### src/rtl/emmc_boot_pkg.sv
package emmc_boot_pkg;

  localparam int FRAME_W = 48;
  localparam int N_PAT   = 3;

  typedef enum logic [1:0] {
    CMD_IDLE    = 2'b00,
    CMD_PREIDLE = 2'b01,
    CMD_BOOT    = 2'b10,
    CMD_ERROR   = 2'b11
  } boot_cmd_e;

  // Index in this table is the reported code.
  localparam logic [FRAME_W-1:0] PATTERNS [N_PAT] = '{
    48'h400000000095,
    48'h40F0F0F0F0FD,
    48'h40FFFFFFFAE5
  };

endpackage

### src/rtl/emmc_frame_capture.sv
module emmc_frame_capture #(
  parameter int FRAME_W = 48
) (
  input  logic               clk,
  input  logic               rst_n,
  input  logic               enable,
  input  logic               cmd_line,
  output logic               frame_done,
  output logic [FRAME_W-1:0] frame,
  output logic               busy
);

  localparam int CNT_W = $clog2(FRAME_W);
  localparam logic [CNT_W-1:0] LAST_IDX = CNT_W'(FRAME_W - 1);

  typedef enum logic {ST_HUNT, ST_GRAB} cap_state_e;

  cap_state_e       state;
  logic [CNT_W-1:0] bit_cnt;
  logic [FRAME_W-1:0] shreg;

  always_ff @(posedge clk or negedge rst_n) begin
    if (!rst_n) begin
      state      <= ST_HUNT;
      bit_cnt    <= '0;
      shreg      <= '0;
      frame_done <= 1'b0;
    end else begin
      frame_done <= 1'b0;
      if (!enable) begin
        state   <= ST_HUNT;
        bit_cnt <= '0;
      end else begin
        case (state)
          ST_HUNT: begin
            if (!cmd_line) begin
              shreg   <= {shreg[FRAME_W-2:0], 1'b0};
              bit_cnt <= CNT_W'(1);
              state   <= ST_GRAB;
            end
          end
          default: begin
            shreg <= {shreg[FRAME_W-2:0], cmd_line};
            if (bit_cnt == LAST_IDX) begin
              frame_done <= 1'b1;
              bit_cnt    <= '0;
              state      <= ST_HUNT;
            end else begin
              bit_cnt <= bit_cnt + 1'b1;
            end
          end
        endcase
      end
    end
  end

  assign frame = shreg;
  assign busy  = (state == ST_GRAB);

  // A frame completes only from the collecting state.
  assert_done_from_grab_R7: assert property (@(posedge clk) disable iff (!rst_n)
    frame_done |-> $past(busy));

  // The opening bit of every finished frame is the 0 that started it.
  assert_start_bit_zero_R2: assert property (@(posedge clk) disable iff (!rst_n)
    frame_done |-> !frame[FRAME_W-1]);

  // Disabling forces the hunt state on the next edge.
  assert_disable_hunts_R9: assert property (@(posedge clk) disable iff (!rst_n)
    !enable |=> !busy && !frame_done);

  // Counter never runs past the last bit index.
  assert_cnt_bound_R2: assert property (@(posedge clk) disable iff (!rst_n)
    bit_cnt <= LAST_IDX);

endmodule

### src/rtl/emmc_frame_classify.sv
module emmc_frame_classify
  import emmc_boot_pkg::*;
(
  input  logic [FRAME_W-1:0] frame,
  output boot_cmd_e          code
);

  logic [N_PAT-1:0] hit;

  genvar gi;
  generate
    for (gi = 0; gi < N_PAT; gi++) begin : g_match
      assign hit[gi] = (frame == PATTERNS[gi]);
    end
  endgenerate

  always_comb begin
    code = CMD_ERROR;
    for (int i = N_PAT - 1; i >= 0; i--) begin
      if (hit[i]) code = boot_cmd_e'(2'(i));
    end
  end

  // The fixed patterns are distinct, so at most one comparator fires.
  always_comb begin
    assert_unique_match_R6: assert ($onehot0(hit));
  end

endmodule

### src/rtl/emmc_boot_cmd_detect.sv
module emmc_boot_cmd_detect
  import emmc_boot_pkg::*;
(
  input  logic       clk,
  input  logic       rst_n,
  input  logic       enable,
  input  logic       cmd_line,
  output logic       cmd_valid,
  output logic [1:0] cmd_code
);

  logic               frame_done;
  logic [FRAME_W-1:0] frame;
  logic               cap_busy;
  boot_cmd_e          class_code;

  emmc_frame_capture #(.FRAME_W(FRAME_W)) u_capture (
    .clk        (clk),
    .rst_n      (rst_n),
    .enable     (enable),
    .cmd_line   (cmd_line),
    .frame_done (frame_done),
    .frame      (frame),
    .busy       (cap_busy)
  );

  emmc_frame_classify u_classify (
    .frame (frame),
    .code  (class_code)
  );

  always_ff @(posedge clk or negedge rst_n) begin
    if (!rst_n) begin
      cmd_valid <= 1'b0;
      cmd_code  <= CMD_IDLE;
    end else begin
      cmd_valid <= frame_done && enable;
      if (frame_done) cmd_code <= class_code;
    end
  end

  assert_single_strobe_R7: assert property (@(posedge clk) disable iff (!rst_n)
    cmd_valid |=> !cmd_valid);

  assert_strobe_follows_frame_R7: assert property (@(posedge clk) disable iff (!rst_n)
    cmd_valid |-> $past(frame_done));

  assert_no_strobe_disabled_R9: assert property (@(posedge clk) disable iff (!rst_n)
    cmd_valid |-> $past(enable));

  assert_idle_during_grab_R8: assert property (@(posedge clk) disable iff (!rst_n)
    frame_done |-> !cap_busy);

endmodule

### config.mk
export PLATFORM = sky130hd
export DESIGN_NAME = emmc_boot_cmd_detect
export DESIGN_NICKNAME = d
export VERILOG_FILES = /design/src/rtl/emmc_boot_pkg.sv /design/src/rtl/emmc_frame_capture.sv /design/src/rtl/emmc_frame_classify.sv /design/src/rtl/emmc_boot_cmd_detect.sv
export SDC_FILE = /design/constraint.sdc
export NUM_CORES = 1
export LEC_CHECK = 0
export BUFFER_PORTS_ARGS = -buffer_cell sky130_fd_sc_hd__buf_4
export CORE_ASPECT_RATIO = 1.2
export CORE_MARGIN = 5
export CORE_UTILIZATION = 60
export CTS_CLUSTER_DIAMETER = 150
export DETAILED_ROUTE_END_ITERATION = 8
export PLACE_DENSITY = 0.86
export SLEW_MARGIN = 20
export SYNTH_ARGS = -nofsm -noshare
export SYNTH_HDL_FRONTEND = slang
export SYNTH_HIERARCHICAL = 1
export SYNTH_SLANG_ARGS = --single-unit
### constraint.sdc
create_clock -name clk -period 2.1 [get_ports clk]
set_input_delay 0.315 -clock clk [delete_from_list [all_inputs] [get_ports clk]]
set_output_delay 0.315 -clock clk [all_outputs]
set_load 0.02 [all_outputs]
---- After elaboration in Yosys (flattened, before gate mapping) ----
Index checks and enable logic that the tools add are counted.
operators by class
  $add $sub $neg .......................... 1
  multipliers ............................. 0
  div/mod/pow operators ................... 0
  order comparisons ....................... 0
  equal/unequal tests ..................... 6
  shift-type cells ........................ 0
  mux-type cells .......................... 16
  bitwise gates (word level) .............. 0
  reduce and logical (&&, ||, !) cells .... 2
operator list
  operator                                                count
  == test 48 x 47 -> 1 bit (second input constant)        3
  two-way mux 48 bit                                      2
  two-way mux 6 bit                                       4
  two-way mux 1 bit                                       8
  adder 6 x 1 -> 6 bit (second input constant)            1
  == test 6 bit (second input constant)                   1
  two-way mux 2 bit                                       2
  inequality test 3 x 2 -> 1 bit (second input constant)  1
  inequality test 2 x 1 -> 1 bit (second input constant)  1
  AND reduction 2 bit                                     1
  logical AND 1 bit                                       1
storage, ports and cells
  register bits after elaboration ......... 59
  bits in latches ......................... 0
  RAM bits ................................ 0
  bits in read-only memories .............. 0
  input bits .............................. 4
  logic and storage cells ................. 31
  memories kept ........................... 0

---- Logic depth before layout (Yosys ltp) ----
  word-level depth ........................ 4
  mapped depth ............................ 5

---- By module ----
Netlist, hierarchy kept.
by module, submodules not included
  module                instances  cells an instance  area each (µm²)  sequential area each (µm²)
  emmc_frame_capture    1          145                2,180.8          1,401.3
  emmc_frame_classify   1          36                 245.2            0.0
  emmc_boot_cmd_detect  1          6                  105.1            75.1

---- Worst setup path after synthesis ----
No wires, ideal clock.
  path kind ............................... register to register
  start point ............................. register u_capture.shreg[25], in the netlist u_capture/frame[25]
  end point ............................... register cmd_code[0]
  setup time .............................. 0.125 ns
  arrival ................................. 1.658 ns
  data required time ...................... 1.975 ns
  path slack .............................. 0.318 ns
  stages on the path, launching flop included .. 6
  period minus slack after synthesis ...... 1.782 ns
  cell sequence ........................... dfrtp_1 -> or4_4 -> nor3_2 -> nand4_1 -> a211o_1 -> mux2_2
on the way
  cells in the longest elaborated chain, start to end .. 4
  elaborated cells between the ends (all ways) .. 6
  those cells by class .................... 3 x eq/ne; 3 x mux
RTL lines
  what                      line                        RTL
  start, declared           emmc_frame_capture.sv:20    logic [FRAME_W-1:0] shreg;
  start signal, assigned    emmc_frame_capture.sv:37    shreg <= {shreg[FRAME_W-2:0], 1'b0};
  start signal, assigned    emmc_frame_capture.sv:43    shreg <= {shreg[FRAME_W-2:0], cmd_line};
  == test 48 x 47 -> 1 bit  emmc_frame_classify.sv:13   assign hit[gi] = (frame == PATTERNS[gi]);
  two-way mux 1 bit         emmc_frame_classify.sv:20   if (hit[i]) code = boot_cmd_e'(2'(i));
  two-way mux 2 bit         emmc_frame_classify.sv:20
  two-way mux 2 bit *       emmc_frame_classify.sv:20
  net class_code[0]         emmc_boot_cmd_detect.sv:15  boot_cmd_e class_code;
  end signal, assigned      emmc_boot_cmd_detect.sv:38  if (frame_done) cmd_code <= class_code;
  end, declared             emmc_boot_cmd_detect.sv:9   output logic [1:0] cmd_code
The timed path passes the listed nets; every way through them passes the cells marked *.
A chain may end at the register's enable or synchronous reset.

---- Worst setup path in the final report ----
  start point ............................. register u_capture.shreg[8], in the netlist u_capture/frame[8]
  end point ............................... register cmd_code[0]
Same word-level chain as after synthesis.

==> key figures <==
STA
  • Final Cycle Share: 0.8989
  • Final setup margin: between 200 and 250 ps
  • Peak Freq: 0.5297 GHz
  • Finish-stage setup viols: 0
  • Final setup TNS: 0 ps
  • Worst Tran Pin Value: 701.0 ps
  • Final Skew: roughly 5.7 ps
  • Max Slew Vio Count: 0
  • RSZ-0062 raised after global routing: no
  • Max_slew headroom: 0.5327
  • Final hold vios: 0
  • Minimum clock period: 1888 ps

Detailed routing
  • # DRC: 0
  • Wire per inst: 18.44 um
  • DRT Pass-1 Iters: 4
  • Initial DRC Count: 52
  • Final wirelength: between 4000 and 5000 um
  • Antenna Nets Post-Route: 0
  • Vias per cell: slightly above 6
  • Vias: ~1600

Floorplanning
  • Num rows: 25
  • Core area: approximately 4000 um2
  • Initial Util: 0.6322
  • Io pins: 7
  • Die ar.: ~5600 um2
  • Die width: between 60 and 70 um
  • Die Height: 81.15 um

Setup path
  • Crit-path leading delay family: simple AND/OR/NAND/NOR gates
  • Buffers plus inverters on the worst setup path: 0
  • Worst R2R Start: u_capture/frame[8]
  • Arr. time, crit path: around 2100 ps
  • CP Depth: 5
  • Startpoint types: flop
  • Worst path cell trace: or3b_1 -> nor3_1 -> nand4_1 -> a211o_1 -> mux2_2
  • Max incr delay on CP: between 400 and 500 ps
  • CP Max Fanout: 3
  • Worst Path Required: about 2300 ps
  • Worst R2R Setup Slack: approximately 210 ps
  • Path type of the worst setup path: reg -> reg
  • Worst reg2reg endpoint: cmd_code[0]
  • Slowest library cell on the worst path: or3b_1
  • FF-to-FF path depth: 5
  • Crit end category: flop

Global route
  • Grt ovf: 0
  • First-pass GRT wire length: around 8300 um
  • Antenna violations before repair: 0
  • Gr usage total: 0.1958
  • Vias in the first global route: between 1500 and 2000
  • Largest net degree at the start of global routing: 60

Clock network
  • Root buf cell: clkbuf_8
  • H-tree depth: 3
  • Total clock sinks: between 50 and 60
  • Cells resized by post-CTS repair: 0
  • Clock latency on the worst-skew pair: about 330 ps
  • CTS Buf Count: 9
  • Hold Buf Count CTS: 0
  • Clock tree buffer depth: 2
  • CTS tree: built
  • Setup Fix Bufs, Post-CTS: 0
  • Clock-pin transition on the worst setup and hold timing paths: approximately 60 ps

Yosys
  • Top cells by area, synth: dfrtp_1, mux2_2, nand4_1, nor4_1, a21oi_1
  • Synth area leader: dfrtp_1
  • Syn_nets: 192
  • Sequential share of the synthesized area: 0.5833
  • Syn Std Cell Area: roughly 2500 um2
  • Yosys cell types: 36
  • Ys Warns: 6
  • Synth Instances: roughly 190
  • Yosys reg bits: 59
  • Syn Area/Cell: around 14 um2
  • Post-synth top area share: 0.5833

Cells and area
  • # diodes: 0
  • Multi-input combinational cell area: slightly above 1000 um2
  • Register area: roughly 1500 um2
  • Nets: between 200 and 250
  • Commonest cells after routing, fill and taps aside: dfrtp_1, mux2_2, clkbuf_8, nand4_1
  • Area growth syn-to-layout: 11.67%
  • Fill cell count: approximately 290
  • Fin area: approximately 2800 um2
  • Most common cell after layout, fill and taps aside: dfrtp_1
  • Layout cell share with drive strength beyond 1: 0.3695

Power and ir drop
  • Max IR drop VDD: 0.5995 mV
  • Pwr dens: approximately 1000 nW/um2
  • Static Leak: roughly 1.3 nW

Hold path
  • Worst hold path type: in -> async

Placement
  • Pre-CTS setup slack: around 240 ps
  • Port Buffers: 6
  • Gpl congestion: 0.8274
  • HPWL after DPL: around 3000 um
  • Placed instance area: ~2600 um2

Flow run
  • Max-Cap Viols: 0

Status
  • Status: finished, final reports clean
[state kept, by name (all words and copies together) (netlist names)]
register / flops
cmd_code: 2
u_capture/frame: 48
cmd_valid: 1
u_capture/busy: 1
u_capture/frame_done: 1
u_capture/bit_cnt: 6
[worst max path at each step]
stage / start / slack, ps / end
detailed placement: u_capture/frame[25] / 240 / cmd_code[0]
floorplan: u_capture/frame[25] / 320 / cmd_code[0]
global placement: u_capture/frame[25] / 270 / cmd_code[0]
CTS: u_capture/frame[8] / 220 / cmd_code[0]
finish: u_capture/frame[8] / 210 / cmd_code[0]
global route: u_capture/frame[8] / 90 / cmd_code[0]
[synthesized netlist by cell type (all sizes together)]
master,number
o31ai,1
a22oi,1
and3b,1
nor4,6
inv,3
o2bb2ai,1
o21ai,3
or3b,1
a211oi,1
nand4b,1
o311ai,1
a21oi,5
dfrtp,59
nand2b,1
mux2,49
a211o,2
and2,1
and4,1
nand2,6
or3,1
nand4,8
nor3,4
a32o,1
buf,7
nand3b,2
or4,4
and3,3
ha,1
nor2,4
nor4b,2
nand3,4
and4b,1
a31oi,1
[final cells by class]
class	count	share of cell area
flip-flops and latches	59	0.5224
inverters	3	0.003984
well taps	54	0.02390
multi-input cells	118	0.3590
repair buffers	7	0.02302
clock buffers	15	0.06596
clock inverters	1	0.001771
[cells by family after synthesis]
kind of cell / synth area share
flip-flops: 0.5833
AND/OR/NAND/NOR: 0.1285
multiplexers: 0.2180
AO/OA/AOI/OAI: 0.04499
buffers and inverters: 0.02026
adder cells (fa/ha/maj): 0.004942
[metrics by stage]
step | power (W) | util | hold WS, ps | instances
6_report | 0.002852 | 0.7059 | 25.70 | 257
4_1_cts | 0.002870 | 0.7059 | 49.45 | 257
2_1_floorplan | 0.001757 | - | 19.41 | 187
3_5_place_dp | 0.001898 | 0.6581 | 414.3 | 241
3_3_place_gp | 0.001857 | 0.6581 | 399.0 | 241
5_1_grt | 0.003008 | 0.7059 | 99.20 | 257
[metal layers]
| layer | vias up | global-route usage | share of wire |
|---|---|---|---|
| li1 | 728 | - | - |
| met5 | - | 0 | 0 |
| met4 | 0 | 0.07617 | 0.018 |
| met3 | 9 | 0.06436 | 0.034 |
| met2 | 37 | 0.3282 | 0.53 |
| met1 | 805 | 0.2365 | 0.42 |
[report_power, final]
group	switching, W	internal (W)	total, W
clock	0.000412	0.000557	0.000968
combinational	0.000167	0.000230	0.000398
sequential	0.000176	0.00131	0.00149
Power figures use the tool's default switching activity.
